===== src/rtl/sram_lane_pkg.sv =====
package sram_lane_pkg;

    localparam int ID_W = 4;
    localparam logic [ID_W-1:0] ID_DEPTH_256K = 4'b1100;

    typedef enum logic [2:0] {
        ST_IDLE,
        ST_SETUP,
        ST_STROBE,
        ST_RECOVER,
        ST_DONE
    } seq_state_e;

    function automatic int ns_to_cyc(input int ns, input int clk_ns);
        return (ns + clk_ns - 1) / clk_ns;
    endfunction

    function automatic int max2(input int a, input int b);
        return (a > b) ? a : b;
    endfunction

endpackage


===== src/rtl/sram_lane_map.sv =====
module sram_lane_map #(
    parameter int LANES = 4
) (
    input  logic             is_write,
    input  logic [LANES-1:0] byte_en,
    output logic [LANES-1:0] sel_n
);
    // writes select only the masked lanes, reads select every lane
    generate
        for (genvar i = 0; i < LANES; i++) begin : g_lane
            assign sel_n[i] = is_write ? ~byte_en[i] : 1'b0;
        end
    endgenerate
endmodule


===== src/rtl/sram_id_check.sv =====
module sram_id_check
    import sram_lane_pkg::*;
(
    input  logic            clk,
    input  logic            rst_n,
    input  logic [ID_W-1:0] id_pins,
    output logic            id_done,
    output logic            id_err
);
    typedef struct packed {
        logic done;
        logic err;
    } id_regs_t;

    id_regs_t id_d, id_q;

    always_comb begin
        id_d = id_q;
        if (!id_q.done) begin
            id_d.done = 1'b1;
            id_d.err  = (id_pins != ID_DEPTH_256K);
        end
    end

    always_ff @(posedge clk) begin
        if (!rst_n) id_q <= '0;
        else        id_q <= id_d;
    end

    assign id_done = id_q.done;
    assign id_err  = id_q.err;
endmodule


===== src/rtl/sram_seq.sv =====
module sram_seq
    import sram_lane_pkg::*;
#(
    parameter int ADDR_W  = 18,
    parameter int DATA_W  = 32,
    parameter int LANES   = 4,
    parameter int ACC_CYC = 2,
    parameter int STB_CYC = 2,
    parameter int REC_CYC = 1
) (
    input  logic              clk,
    input  logic              rst_n,
    input  logic              go_ok,
    input  logic              req_valid,
    input  logic              req_write,
    input  logic [ADDR_W-1:0] req_addr,
    input  logic [DATA_W-1:0] req_wdata,
    input  logic [LANES-1:0]  lane_sel_n,
    output logic              req_ready,
    output logic              rd_valid,
    output logic [DATA_W-1:0] rd_data,
    output logic [ADDR_W-1:0] mem_addr,
    output logic [LANES-1:0]  mem_cs_n,
    output logic              mem_we_n,
    output logic              mem_oe_n,
    output logic [DATA_W-1:0] mem_dq_out,
    output logic              mem_dq_oe,
    input  logic [DATA_W-1:0] mem_dq_in
);
    localparam int MAX_CYC = max2(max2(ACC_CYC, STB_CYC), REC_CYC);
    localparam int CNT_W   = (MAX_CYC > 1) ? $clog2(MAX_CYC) : 1;

    typedef struct packed {
        seq_state_e        st;
        logic [CNT_W-1:0]  cnt;
        logic              wr;
        logic [ADDR_W-1:0] addr;
        logic [DATA_W-1:0] wdata;
        logic [LANES-1:0]  cs_n;
        logic              we_n;
        logic              oe_n;
        logic              dq_oe;
        logic [DATA_W-1:0] rdata;
        logic              rvld;
    } seq_regs_t;

    seq_regs_t seq_d, seq_q;

    always_comb begin
        seq_d      = seq_q;
        seq_d.rvld = 1'b0;
        unique case (seq_q.st)
            ST_IDLE: begin
                if (go_ok && req_valid) begin
                    seq_d.st    = ST_SETUP;
                    seq_d.wr    = req_write;
                    seq_d.addr  = req_addr;
                    seq_d.wdata = req_wdata;
                    seq_d.cs_n  = lane_sel_n;
                    seq_d.oe_n  = req_write;
                end
            end
            ST_SETUP: begin
                seq_d.st = ST_STROBE;
                if (seq_q.wr) begin
                    seq_d.cnt   = CNT_W'(STB_CYC - 1);
                    seq_d.we_n  = 1'b0;
                    seq_d.dq_oe = 1'b1;
                end else begin
                    seq_d.cnt = CNT_W'(ACC_CYC - 1);
                end
            end
            ST_STROBE: begin
                if (seq_q.cnt != '0) begin
                    seq_d.cnt = seq_q.cnt - 1'b1;
                end else if (seq_q.wr) begin
                    seq_d.st    = ST_RECOVER;
                    seq_d.we_n  = 1'b1;
                    seq_d.dq_oe = 1'b0;
                    seq_d.cnt   = CNT_W'(REC_CYC - 1);
                end else begin
                    seq_d.st    = ST_DONE;
                    seq_d.rdata = mem_dq_in;
                    seq_d.rvld  = 1'b1;
                    seq_d.cs_n  = '1;
                    seq_d.oe_n  = 1'b1;
                end
            end
            ST_RECOVER: begin
                if (seq_q.cnt != '0) begin
                    seq_d.cnt = seq_q.cnt - 1'b1;
                end else begin
                    seq_d.st   = ST_DONE;
                    seq_d.cs_n = '1;
                end
            end
            ST_DONE: seq_d.st = ST_IDLE;
            default: seq_d.st = ST_IDLE;
        endcase
    end

    always_ff @(posedge clk) begin
        if (!rst_n) begin
            seq_q       <= '0;
            seq_q.st    <= ST_IDLE;
            seq_q.cs_n  <= '1;
            seq_q.we_n  <= 1'b1;
            seq_q.oe_n  <= 1'b1;
        end else begin
            seq_q <= seq_d;
        end
    end

    assign req_ready  = (seq_q.st == ST_IDLE) && go_ok;
    assign rd_valid   = seq_q.rvld;
    assign rd_data    = seq_q.rdata;
    assign mem_addr   = seq_q.addr;
    assign mem_cs_n   = seq_q.cs_n;
    assign mem_we_n   = seq_q.we_n;
    assign mem_oe_n   = seq_q.oe_n;
    assign mem_dq_out = seq_q.wdata;
    assign mem_dq_oe  = seq_q.dq_oe;
endmodule


===== src/rtl/sram_lane_ctrl.sv =====
module sram_lane_ctrl
    import sram_lane_pkg::*;
#(
    parameter int ADDR_W    = 18,
    parameter int LANE_W    = 8,
    parameter int LANES     = 4,
    parameter int CLK_NS    = 20,
    parameter int T_ACC_NS  = 25,
    parameter int T_WP_NS   = 15,
    parameter int T_WHZ_NS  = 10,
    parameter int T_DW_NS   = 15,
    parameter int T_WR_NS   = 1
) (
    input  logic                     clk,
    input  logic                     rst_n,
    input  logic                     req_valid,
    input  logic                     req_write,
    input  logic [ADDR_W-1:0]        req_addr,
    input  logic [LANES*LANE_W-1:0]  req_wdata,
    input  logic [LANES-1:0]         req_be,
    output logic                     req_ready,
    output logic                     rd_valid,
    output logic [LANES*LANE_W-1:0]  rd_data,
    output logic                     id_err,
    output logic [ADDR_W-1:0]        mem_addr,
    output logic [LANES-1:0]         mem_cs_n,
    output logic                     mem_we_n,
    output logic                     mem_oe_n,
    output logic [LANES*LANE_W-1:0]  mem_dq_out,
    output logic                     mem_dq_oe,
    input  logic [LANES*LANE_W-1:0]  mem_dq_in,
    input  logic [ID_W-1:0]          mem_id
);
    localparam int DATA_W  = LANES * LANE_W;
    localparam int ACC_CYC = max2(ns_to_cyc(T_ACC_NS, CLK_NS), 1);
    localparam int STB_CYC = max2(max2(ns_to_cyc(T_WP_NS, CLK_NS),
                                       ns_to_cyc(T_WHZ_NS + T_DW_NS, CLK_NS)), 1);
    localparam int REC_CYC = max2(ns_to_cyc(T_WR_NS, CLK_NS), 1);

    logic             id_done;
    logic [LANES-1:0] lane_sel_n;

    sram_id_check u_id (
        .clk     (clk),
        .rst_n   (rst_n),
        .id_pins (mem_id),
        .id_done (id_done),
        .id_err  (id_err)
    );

    sram_lane_map #(.LANES(LANES)) u_map (
        .is_write (req_write),
        .byte_en  (req_be),
        .sel_n    (lane_sel_n)
    );

    sram_seq #(
        .ADDR_W  (ADDR_W),
        .DATA_W  (DATA_W),
        .LANES   (LANES),
        .ACC_CYC (ACC_CYC),
        .STB_CYC (STB_CYC),
        .REC_CYC (REC_CYC)
    ) u_seq (
        .clk        (clk),
        .rst_n      (rst_n),
        .go_ok      (id_done),
        .req_valid  (req_valid),
        .req_write  (req_write),
        .req_addr   (req_addr),
        .req_wdata  (req_wdata),
        .lane_sel_n (lane_sel_n),
        .req_ready  (req_ready),
        .rd_valid   (rd_valid),
        .rd_data    (rd_data),
        .mem_addr   (mem_addr),
        .mem_cs_n   (mem_cs_n),
        .mem_we_n   (mem_we_n),
        .mem_oe_n   (mem_oe_n),
        .mem_dq_out (mem_dq_out),
        .mem_dq_oe  (mem_dq_oe),
        .mem_dq_in  (mem_dq_in)
    );
endmodule


===== config.mk =====
export PLATFORM = sky130hd
export DESIGN_NAME = sram_lane_ctrl
export DESIGN_NICKNAME = d
export VERILOG_FILES = /design/src/rtl/sram_lane_pkg.sv /design/src/rtl/sram_lane_map.sv /design/src/rtl/sram_id_check.sv /design/src/rtl/sram_seq.sv /design/src/rtl/sram_lane_ctrl.sv
export SDC_FILE = /design/constraint.sdc
export NUM_CORES = 1
export LEC_CHECK = 0
export ABC_AREA = 1
export BUFFER_PORTS_ARGS = -buffer_cell sky130_fd_sc_hd__buf_2
export CORE_MARGIN = 4
export CORE_UTILIZATION = 35
export DETAILED_ROUTE_END_ITERATION = 8
export GPL_TIMING_DRIVEN = 0
export PLACE_DENSITY = 0.69
export SYNTH_ARGS = -nofsm -noshare
export SYNTH_HDL_FRONTEND = slang
export SYNTH_SLANG_ARGS = --single-unit

===== constraint.sdc =====
create_clock -name clk -period 1.2 [get_ports clk]
set_input_delay 0.18 -clock clk [delete_from_list [all_inputs] [get_ports clk]]
set_output_delay 0.18 -clock clk [all_outputs]
set_load 0.05 [all_outputs]

==> results.md, run 1 <==
* Worst Hold Class: input port to register
* Flop pwr share at 0.364
* Peak supply drop at 0.951 mV
* Residual DRC count at 0
* Most frequent cells in the layout: buf_4 (159), buf_2 (99), nor2_1 (95)
* Post-Syn Area at 0.00420 sq mm
* Clock Power Share at 0.255
* Fin nets at 853
* Initial cell density of the core at 0.363
* Clk_skew at 0.00645 ns
* Achievable clock frequency at 718 MHz
* Status: finished, violations left
* Placed cell count at 864
* Area growth, synth to finish at 61.4%
* Flops & latches, synth at 97
* Worst-margin pin slew at 0.650 ns
* Netlist cell types at 22
* # diodes at 0
* Net Switching at 0.00377 W
* Clock transition at path regs at 0.07 ns
* Drt wl/cell at 14.4 um
* Slowest-stage cell, CP: dfxtp_4
* Largest net degree at the start of global routing at 15
* Non-Filler Instances at 906
* CTS H-tree depth at 3
* First-pass GRT wire length at 20.5 mm
* Violated checks: setup timing
* Via-to-Cell Ratio at 4.60
* Hold WS at 0.0440 ns
* Data required time of the critical path at 1.02 ns
* Core Box Area at 0.0116 sq mm
* # setup viols final at 94
* Critical path startpoint category: register
* Max Buffers Root-to-Sink at 2
* Worst skew pair latency at 0.34 ns
* Via count at 4170
* Fin worst setup slack at -0.192 ns
* Drt first pass iters at 6
* Die ar. at 0.0138 sq mm
* RSZ-0062 raised after global routing: true
* CP Max Fanout at 3
* CTS sink cnt at 97
* Hold-fix buffers at CTS at 0
* Tcrit/Tclk final at 1.16
* Starting DRT DRC Count at 157
* Total Wirelength at 13.0 mm
* Detailed placement HPWL at 8.46 mm
* Max Slew Vio Count at 0
* Seq/Total Area, Yosys at 0.462
* Leakage at 3.16 nW
* Final hold vios at 0
* Syn Inst Count at 536
* Layout Utilization at 0.586
* GRT overflow at 0
* Vias in the first global route at 4043
* CTS Buf Count at 9
* Delay-heaviest family, CP: simple AND/OR/NAND/NOR gates
* Antenna Violating Nets Remaining at 0
* Ys Warns at 0
* Aggregate global-route resource usage at 0.181
* Root Buffer: clkbuf_16
* Mapped Avg Cell Area at 7.84 sq um
* Worst path bufs/invs at 1
* Count of max-cap constraint violations at 0
* Initial antenna violation count at 0
* Layout cell share with drive strength beyond 1 at 0.588
* Max-slew headroom at 0.567
* Die Span Y at 118 um
* Pint at 0.00663 W
* Switching Share at 0.363
* Syn_nets at 630
* # fillers at 1017
* Boundary pin count at 186
* Placer congestion estimate at 0.810
* Crit-path max cell delay at 0.35 ns
* Combinational share of power at 0.381
* Die X at 118 um
* CTS tree: done
* Port bufs at 185
* Pwr dens at 1530 mW/mm^2
* Crit path DAT at 1.21 ns
* Rows at 39
* Period minus WS final at 1.39 ns
* Worst path most repeated cell: nor2_4
* Crit path kind: register to output pin
* Commonest non-fill, non-tap cell in the layout: buf_4
* Final setup TNS at -11.63 ns
* Crit path capture type: output pin
* CP cell instances: nor2_4, nand2_4, nor2_4, buf_8
power groups by stage:
stage               Combinational [W]  Clock, W  Sequential, W
floorplan                     0.00230         0        0.00382
global placement              0.00300         0        0.00381
detailed placement            0.00301         0        0.00382
CTS                           0.00372   0.00270        0.00378
global route                  0.00422   0.00286        0.00383
finish                        0.00396   0.00265        0.00379
layout make-up:
class,count,area [sq um],area share
tap,143,179,0.0264
clock buffer,12,246,0.0363
inverter,9,38.8,0.00572
clock inverter,3,17.5,0.00258
multi-input combinational,316,1920,0.283
sequential,97,1950,0.287
timing repair buffer,211,1540,0.226
buffer,115,896,0.132
stage by stage:
| step | cell area, sq um | worst slack (ns) | power, W |
|---|---|---|---|
| CTS | 6460 | -0.202 | 0.0102 |
| global route | 6780 | -0.269 | 0.0109 |
| floorplan | 4220 | -0.0480 | 0.00612 |
| finish | 6780 | -0.192 | 0.0104 |
| global placement | 5330 | -0.418 | 0.00681 |
| detailed placement | 5330 | -0.418 | 0.00683 |
worst reg2reg max path: stages, from the launching register on:
cell     delay, ns
dfxtp_4       0.35
nor2_4        0.17
nand2_4       0.10
nor2_8        0.17
buf_6         0.16
buf_6         0.13
nand3_2       0.07
a21oi_2       0.13
state kept, by name, summed over array words and instances, names as in the netlist, 4 cells and up:
name / cells
u_seq.rd_data: 32
u_seq.seq_q: 5
u_seq.mem_dq_out: 32
u_seq.mem_cs_n: 4
u_seq.mem_addr: 18
repair_timing:
| action | in CTS | in global routing |
|---|---|---|
| pin swaps | 53 | 27 |
| resized for setup | 236 | 78 |
| buffers inserted | 13 | 4 |
| setup endpoints to repair | 175 | 110 |
| cloned | 10 | 1 |
cell usage after synthesis:
cell type,instances,share of area
nor2_1,108,0.096
dfxtp_1,97,0.46
buf_4,89,0.16
nand2_1,53,0.047
nand3_1,46,0.055
o21ai_0,46,0.055
a21oi_1,38,0.045
clkbuf_1,13,0.012
buf_2,10,0.012
o21ai_1,10,0.012
inv_1,6,0.0054
nand3b_1,4,0.0071
buf_6,3,0.0080
a31oi_1,2,0.0030
inv_2,2,0.0018
nand2_2,2,0.0030
nor2_4,2,0.0054
clkinv_1,1,0.00089
nand2_4,1,0.0027
nand4_1,1,0.0015
nor2_8,1,0.0048
nor3_1,1,0.0012
path summary, 6_finish.rpt:
path,startpoint,to,slack (ns),cells past startpoint
worst max-delay path,u_seq.seq_q[92]$_SDFFE_PN0P_,req_ready,-0.19,4
worst min-delay path,req_wdata[23],u_seq.mem_dq_out[23]$_SDFFE_PN0P_,0.04,3
worst max register to register,u_seq.seq_q[92]$_SDFFE_PN0P_,u_seq.rd_data[11]$_SDFFE_PN0P_,-0.17,7
worst min register to register,u_seq.mem_dq_oe$_SDFFE_PN0P_,u_seq.mem_dq_oe$_SDFFE_PN0P_,0.46,2
logic make-up after synthesis:
logic type	synth area share
AO/OA/AOI/OAI	0.115
flip-flops	0.462
buffers and inverters	0.199
AND/OR/NAND/NOR	0.224
metal layers:
metal | share of wire | GRT usage
met1 | 0.41 | 0.214
met2 | 0.48 | 0.303
met3 | 0.095 | 0.0687
met4 | 0.013 | 0.0608
met5 | 0 | 0
Note: power is estimated with default switching activity, not from simulation.
==> run 2, diff against run 1 <==
--- a/config.mk
+++ b/config.mk
@@ -12,6 +12,7 @@
 export DETAILED_ROUTE_END_ITERATION = 8
 export GPL_TIMING_DRIVEN = 0
 export PLACE_DENSITY = 0.69
+export SETUP_SLACK_MARGIN = 0.1
 export SYNTH_ARGS = -nofsm -noshare
 export SYNTH_HDL_FRONTEND = slang
 export SYNTH_SLANG_ARGS = --single-unit
==> run 2 against run 1 <==
Compared with the run above: the run still ends with setup timing left; critical endpoint is now u_seq.mem_oe_n$_SDFFE_PN1P_; core utilization is 6.4 points higher; cell count is 1.5% lower; power is 6.3% higher; sequential power is 3% higher; largest power group unchanged; setup slack better by 0.0055 ns.
==> results.md, run 2 (synthesis results as in run 1) <==
* Placer congestion estimate at 0.758 (was 0.810)
* Most frequent cells in the layout: buf_2 (93), buf_6 (91), dfxtp_2 (89) (was buf_4 (159), buf_2 (99), nor2_1 (95))
* Via count at 4195 (was 4170)
* Clk_skew at 0.00884 ns (was 0.00645 ns)
* Max-slew headroom at 0.604 (was 0.567)
* Detailed placement HPWL at 8.39 mm (was 8.46 mm)
* Fin nets at 838 (was 853)
* Critical path startpoint category: register (unchanged)
* Flop pwr share at 0.353 (was 0.364)
* Status: finished, violations left (unchanged)
* Layout Utilization at 0.651 (was 0.586)
* Clock transition at path regs at 0.07 ns (about the same)
* Drt first pass iters at 5 (was 6)
* Antenna Violating Nets Remaining at 0 (unchanged)
* Area growth, synth to finish at 79.1% (was 61.4%)
* Leakage at 3.33 nW (was 3.16 nW)
* Starting DRT DRC Count at 170 (was 157)
* Vias in the first global route at 4455 (was 4043)
* Min-Delay Path Depth at 3 (unchanged)
* CTS H-tree depth at 3 (unchanged)
* Worst path most repeated cell: nor2_4 (unchanged)
* Crit path DAT at 1.60 ns (was 1.21 ns)
* Initial cell density of the core at 0.363 (unchanged)
* Count of max-cap constraint violations at 0 (unchanged)
* Drt wl/cell at 15.2 um (was 14.4 um)
* Layout cell share with drive strength beyond 1 at 0.642 (was 0.588)
* Data required time of the critical path at 1.41 ns (was 1.02 ns)
* GRT overflow at 0 (unchanged)
* First-pass GRT wire length at 22.4 mm (was 20.5 mm)
* Clock Power Share at 0.246 (was 0.255)
* Hold Path Sink: u_seq.mem_dq_out[8]$_SDFFE_PN0P_ (was u_seq.mem_dq_out[23]$_SDFFE_PN0P_)
* Final hold vios at 0 (unchanged)
* Switching Share at 0.348 (was 0.363)
* Cell depth of the worst flop-to-flop path at 8 (was 7)
* Net Switching at 0.00385 W (was 0.00377 W)
* Port bufs at 185 (unchanged)
* CTS Buf Count at 9 (unchanged)
* Period minus WS final at 1.39 ns (about the same)
* Worst r2r dst: u_seq.mem_oe_n$_SDFFE_PN1P_ (was u_seq.rd_data[11]$_SDFFE_PN0P_)
* Core Box Area at 0.0116 sq mm (unchanged)
* Max Buffers Root-to-Sink at 2 (unchanged)
* Residual DRC count at 0 (unchanged)
* Pwr Total at 0.0111 W (was 0.0104 W)
* Slowest-stage cell, CP: dfxtp_2 (was dfxtp_4)
* CTS tree: done (unchanged)
* CTS sink cnt at 97 (unchanged)
* Die X at 118 um (unchanged)
* Die Span Y at 118 um (unchanged)
* Worst Hold Class: input port to register (unchanged)
* Via-to-Cell Ratio at 4.70 (was 4.60)
* Violated checks: setup timing (unchanged)
* Initial antenna violation count at 0 (unchanged)
* Aggregate global-route resource usage at 0.198 (was 0.181)
* Worst skew pair latency at 0.34 ns (about the same)
* Total Wirelength at 13.6 mm (was 13.0 mm)
* Pwr dens at 1470 mW/mm^2 (was 1530 mW/mm^2)
* Worst flop-to-flop path startpoint: u_seq.seq_q[94]$_SDFFE_PN0P_ (was u_seq.seq_q[92]$_SDFFE_PN0P_)
* Rows at 39 (unchanged)
* CP Max Fanout at 10 (was 3)
* Hold-fix buffers at CTS at 0 (unchanged)
* Max Slew Vio Count at 0 (unchanged)
* Fin worst setup slack at -0.186 ns (was -0.192 ns)
* Achievable clock frequency at 721 MHz (was 718 MHz)
* Worst-margin pin slew at 0.593 ns (was 0.650 ns)
* Flop2flop setup slack at -0.19 ns (was -0.17 ns)
* RSZ-0062 raised after global routing: true (unchanged)
* Peak supply drop at 0.978 mV (was 0.951 mV)
* Min-Delay Startpoint: req_wdata[8] (was req_wdata[23])
* Crit path capture type: register (was output pin)
* Largest net degree at the start of global routing at 15 (unchanged)
* Crit-path max cell delay at 0.33 ns (was 0.35 ns)
* Tcrit/Tclk final at 1.16 (about the same)
* Delay-heaviest family, CP: simple AND/OR/NAND/NOR gates (unchanged)
* # diodes at 0 (unchanged)
* Die ar. at 0.0138 sq mm (unchanged)
* Pint at 0.00720 W (was 0.00663 W)
* Crit path kind: register to register (was register to output pin)
* Boundary pin count at 186 (unchanged)
* Commonest non-fill, non-tap cell in the layout: buf_2 (was buf_4)
* Root Buffer: clkbuf_16 (unchanged)
* # setup viols final at 95 (was 94)
* Worst path bufs/invs at 3 (was 1)
* Combinational share of power at 0.401 (was 0.381)
* CP cell instances: nor2_4, nand2_4, nor2_4, buf_12, inv_12, buf_8, nand2_1, nand3_1 (was nor2_4, nand2_4, nor2_4, buf_8)
## run 2: changes by cell type in the layout (fill, tap and decap cells not counted), moves of 13 or more
cell | previous run | this run
a21oi_1 | 11 | 34
nand3_1 | 12 | 40
buf_8 | 5 | 85
buf_6 | 47 | 91
nor2_1 | 95 | 61
dfxtp_2 | 3 | 89
nor2_2 | 10 | 31
o21ai_0 | 25 | 39
a21oi_2 | 27 | 4
buf_4 | 159 | 12
nand3_2 | 28 | 6
o21ai_2 | 18 | 2
dfxtp_1 | 93 | 6
nor2_4 | 6 | 19
## run 2: cell type report
class	count	area (sq um)
Fill cell	907	4040
Sequential cell	97	2060
Multi-Input combinational cell	316	1720
Tap cell	143	179
Timing Repair Buffer	200	2040
Inverter	9	47.5
Buffer	110	1190
Clock inverter	3	15.0
Clock buffer	13	260
Timing Repair inverter	1	11.3
## run 2: timing repair
action	in CTS	in global routing
pin swaps	16	5
endpoints found under the setup margin	184	184
endpoints found under the hold margin	0	0
gates cloned	3	1
gates resized for setup	521	56
setup buffers	8	5
## run 2: routing by layer
| metal | track usage | share of wire |
|---|---|---|
| met1 | 0.219 | 0.38 |
| met2 | 0.348 | 0.51 |
| met3 | 0.0754 | 0.095 |
| met4 | 0.0667 | 0.014 |
| met5 | 0 | 0 |
## run 2: per-stage QoR
| step | hold WS (ns) | setup WS, ns | std cells | area, sq um | setup TNS [ns] |
|---|---|---|---|---|---|
| 6_report | 0.0599 | -0.186 | 892 | 7520 | -14.58 |
| 2_1_floorplan | 0.208 | -0.0480 | 536 | 4260 | -1.53 |
| 5_1_grt | 0.0452 | -0.276 | 892 | 7520 | -20.42 |
| 4_1_cts | 0.0415 | -0.175 | 890 | 7320 | -13.11 |
| 3_5_place_dp | 0.406 | -0.325 | 864 | 5370 | -23.82 |
| 3_3_place_gp | 0.402 | -0.306 | 864 | 5370 | -22.72 |
## run 2: power groups by stage
stage,combinational (W),sequential [W],clock (W)
3_5_place_dp,0.00303,0.00382,0
5_1_grt,0.00471,0.00395,0.00290
2_1_floorplan,0.00234,0.00382,0
3_3_place_gp,0.00304,0.00381,0
4_1_cts,0.00424,0.00388,0.00279
6_report,0.00443,0.00390,0.00271
## run 2: worst max-delay path by stage
stage | startpoint | endpoint | slack (ns) | depth (start not counted)
after global routing | u_seq.seq_q[94]$_SDFFE_PN0P_ | u_seq.rd_data[20]$_SDFFE_PN0P_ | -0.28 | 8
after detailed placement | rst_n | u_seq.rd_data[20]$_SDFFE_PN0P_ | -0.32 | 5
after global placement | rst_n | u_seq.rd_data[21]$_SDFFE_PN0P_ | -0.31 | 5
final | u_seq.seq_q[94]$_SDFFE_PN0P_ | u_seq.mem_oe_n$_SDFFE_PN1P_ | -0.19 | 8
after CTS | u_seq.seq_q[94]$_SDFFE_PN0P_ | u_seq.rd_data[24]$_SDFFE_PN0P_ | -0.18 | 8
after floorplan | u_seq.seq_q[92]$_SDFFE_PN0P_ | u_seq.rd_data[23]$_SDFFE_PN0P_ | -0.05 | 7
## run 2: worst min-delay path, stage by stage
cell	delay (ns)
buf_2	0.08
nor2_1	0.03
nor2_1	0.08
==> run 3, diff against run 2 <==
--- a/config.mk
+++ b/config.mk
@@ -11,7 +11,7 @@
 export CORE_UTILIZATION = 35
 export DETAILED_ROUTE_END_ITERATION = 8
 export GPL_TIMING_DRIVEN = 0
-export PLACE_DENSITY = 0.69
+export PLACE_DENSITY = 0.66
 export SETUP_SLACK_MARGIN = 0.1
 export SYNTH_ARGS = -nofsm -noshare
 export SYNTH_HDL_FRONTEND = slang
==> constraint.sdc (replaced) <==
create_clock -name clk -period 1.5 [get_ports clk]
set_input_delay 0.225 -clock clk [delete_from_list [all_inputs] [get_ports clk]]
set_output_delay 0.225 -clock clk [all_outputs]
set_load 0.05 [all_outputs]
==> run 3 against run 2 <==
Compared with the run above: the flow now finishes without violations; clock skew decreased by 0.0040 ns; power down 28%; register-to-register slack better by 0.32 ns; first-iteration DRC count up 1.8%; count of clock-buffer cells in the layout down 1; combinational power shrank 40%; sequential share of layout area up 5.3 points; cell count increased by 0.45%; die area unchanged; clock power down 15%; setup slack better by 0.24 ns; critical path type is now register to output pin; critical endpoint is now req_ready; largest power group is now sequential cells.
==> results.md, run 3 (synthesis results as in run 1) <==
* Net Switching at 0.00278 W (was 0.00385 W)
* Peak supply drop at 0.716 mV (was 0.978 mV)
* Critical path startpoint category: register (unchanged)
* Hold-fix buffers at CTS at 0 (unchanged)
* # setup viols final at 0 (was 95)
* Die ar. at 0.0138 sq mm (unchanged)
* Die X at 118 um (unchanged)
* CTS H-tree depth at 3 (unchanged)
* Period minus WS final at 1.45 ns
* Aggregate global-route resource usage at 0.165 (was 0.198)
* First-pass GRT wire length at 19.1 mm (was 22.4 mm)
* Drt first pass iters at 4 (was 5)
* Detailed placement HPWL at 8.64 mm (was 8.39 mm)
* Clock transition at path regs at 0.06 ns (was 0.07 ns)
* Core Box Area at 0.0116 sq mm (unchanged)
* Max-slew headroom at 0.619 (was 0.604)
* Tcrit/Tclk final at 0.964
* Status: complete, no violations (was finished, violations left)
* GRT overflow at 0 (unchanged)
* Leakage at 3.03 nW (was 3.33 nW)
* Most frequent cells in the layout: buf_2 (184), nor2_1 (105), buf_4 (100) (was buf_2 (93), buf_6 (91), dfxtp_2 (89))
* Initial cell density of the core at 0.363 (unchanged)
* Placed cell count at 864 (unchanged)
* Clk_skew at 0.00485 ns (was 0.00884 ns)
* Crit path DAT at 1.22 ns (was 1.60 ns)
* Root Buffer: clkbuf_16 (unchanged)
* Final setup TNS at 0 ns (was -14.58 ns)
* CTS sink cnt at 97 (unchanged)
* Non-Filler Instances at 896 (was 892)
* Die Span Y at 118 um (unchanged)
* CTS Buf Count at 9 (unchanged)
* Pwr dens at 1340 mW/mm^2 (was 1470 mW/mm^2)
* Switching Share at 0.349 (was 0.348)
* Count of max-cap constraint violations at 0 (unchanged)
* Via count at 4053 (was 4195)
* Final hold vios at 0 (unchanged)
* Rows at 39 (unchanged)
* Worst-margin pin slew at 0.571 ns (was 0.593 ns)
* Antenna Violating Nets Remaining at 0 (unchanged)
* Combinational share of power at 0.335 (was 0.401)
* Initial antenna violation count at 1 (was 0)
* Flop pwr share at 0.377 (was 0.353)
* Max Slew Vio Count at 0 (unchanged)
* Area growth, synth to finish at 42.0% (was 79.1%)
* Via-to-Cell Ratio at 4.52 (was 4.70)
* Worst skew pair latency at 0.34 ns (about the same)
* Layout cell share with drive strength beyond 1 at 0.470 (was 0.642)
* Boundary pin count at 186 (unchanged)
* RSZ-0062 raised after global routing: true (unchanged)
* Placer congestion estimate at 0.790 (was 0.758)
* CTS tree: done (unchanged)
* Commonest non-fill, non-tap cell in the layout: buf_2 (unchanged)
* Crit path kind: register to output pin (was register to register)
* Fin nets at 843 (was 838)
* Starting DRT DRC Count at 173 (was 170)
* Worst Hold Class: input port to register (unchanged)
* Crit path capture type: output pin (was register)
* Vias in the first global route at 4022 (was 4455)
* Residual DRC count at 0 (unchanged)
* Largest net degree at the start of global routing at 15 (unchanged)
* Fin worst setup slack at 0.0543 ns (was -0.186 ns)
* CP Max Fanout at 4 (was 10)
* Layout Utilization at 0.516 (was 0.651)
* Max Buffers Root-to-Sink at 2 (unchanged)
* Drt wl/cell at 13.1 um (was 15.2 um)
* Pint at 0.00520 W (was 0.00720 W)
* Data required time of the critical path at 1.27 ns (was 1.41 ns)
* # diodes at 0 (unchanged)
* Dpl ws at -0.0484 ns (was -0.325 ns)
* Clock Power Share at 0.288 (was 0.246)
* Achievable clock frequency at 692 MHz
* Port bufs at 185 (unchanged)
* Total Wirelength at 11.7 mm (was 13.6 mm)
-- run 3: critical path: stages (launching register included) --
cell and delay (ns):
dfxtp_2 0.34, nor2_4 0.19, nand2_4 0.10, nor2_4 0.10
buf_8 0.15
-- run 3: cell type report --
cell class,instances,area (sq um)
timing repair buffer,202,1100
inverter,9,36.3
buffer,115,881
sequential,97,1950
clock buffer,12,256
clock inverter,3,40.0
tap,143,179
fill,1134,5600
multi-input combinational,315,1530
-- run 3: power groups by stage --
stage                     Combinational [W]  Clock, W  Sequential (W)
after floorplan                     0.00183         0         0.00305
after global placement              0.00237         0         0.00305
after detailed placement            0.00239         0         0.00306
after CTS                           0.00255   0.00237         0.00301
after global routing                0.00287   0.00250         0.00304
final                               0.00268   0.00230         0.00301
-- run 3: routing by layer --
| layer | vias up | wire length (um) | part of all wire | track usage |
|---|---|---|---|---|
| met3 | 16 | 1210 | 0.10 | 0.0726 |
| li1 | 2075 | - | - | - |
| met1 | 1810 | 4850 | 0.41 | 0.195 |
| met5 | - | 19 | 0.0016 | 0 |
| met4 | 2 | 168 | 0.014 | 0.0513 |
| met2 | 150 | 5450 | 0.47 | 0.271 |
-- run 3: worst paths after layout --
| path | from | end | slack [ns] | cells after the start |
|---|---|---|---|---|
| min | rst_n | u_id.id_done$_SDFF_PN0_ | 0.09 | 1 |
| max reg2reg | u_seq.seq_q[94]$_SDFFE_PN0P_ | u_seq.mem_addr[12]$_SDFFE_PN0P_ | 0.13 | 7 |
| min reg2reg | u_seq.rd_data[13]$_SDFFE_PN0P_ | u_seq.rd_data[13]$_SDFFE_PN0P_ | 0.46 | 2 |
| max | u_seq.seq_q[94]$_SDFFE_PN0P_ | req_ready | 0.05 | 4 |
-- run 3: timing repair --
| item | CTS | global route |
|---|---|---|
| setup endpoints to repair | 82 | 89 |
| buffers inserted | 11 | 4 |
| hold endpoints to repair | 0 | 0 |
| cloned | 0 | 2 |
| gates resized for setup | 19 | 54 |
| pin swaps | 4 | 31 |
-- run 3: stage by stage --
stage	total power, W	hold slack [ns]	instance area, sq um
floorplan	0.00488	0.253	4200
CTS	0.00792	0.0836	5750
global route	0.00842	0.0953	5970
finish	0.00799	0.0899	5970
global placement	0.00541	0.438	5310
detailed placement	0.00545	0.444	5310
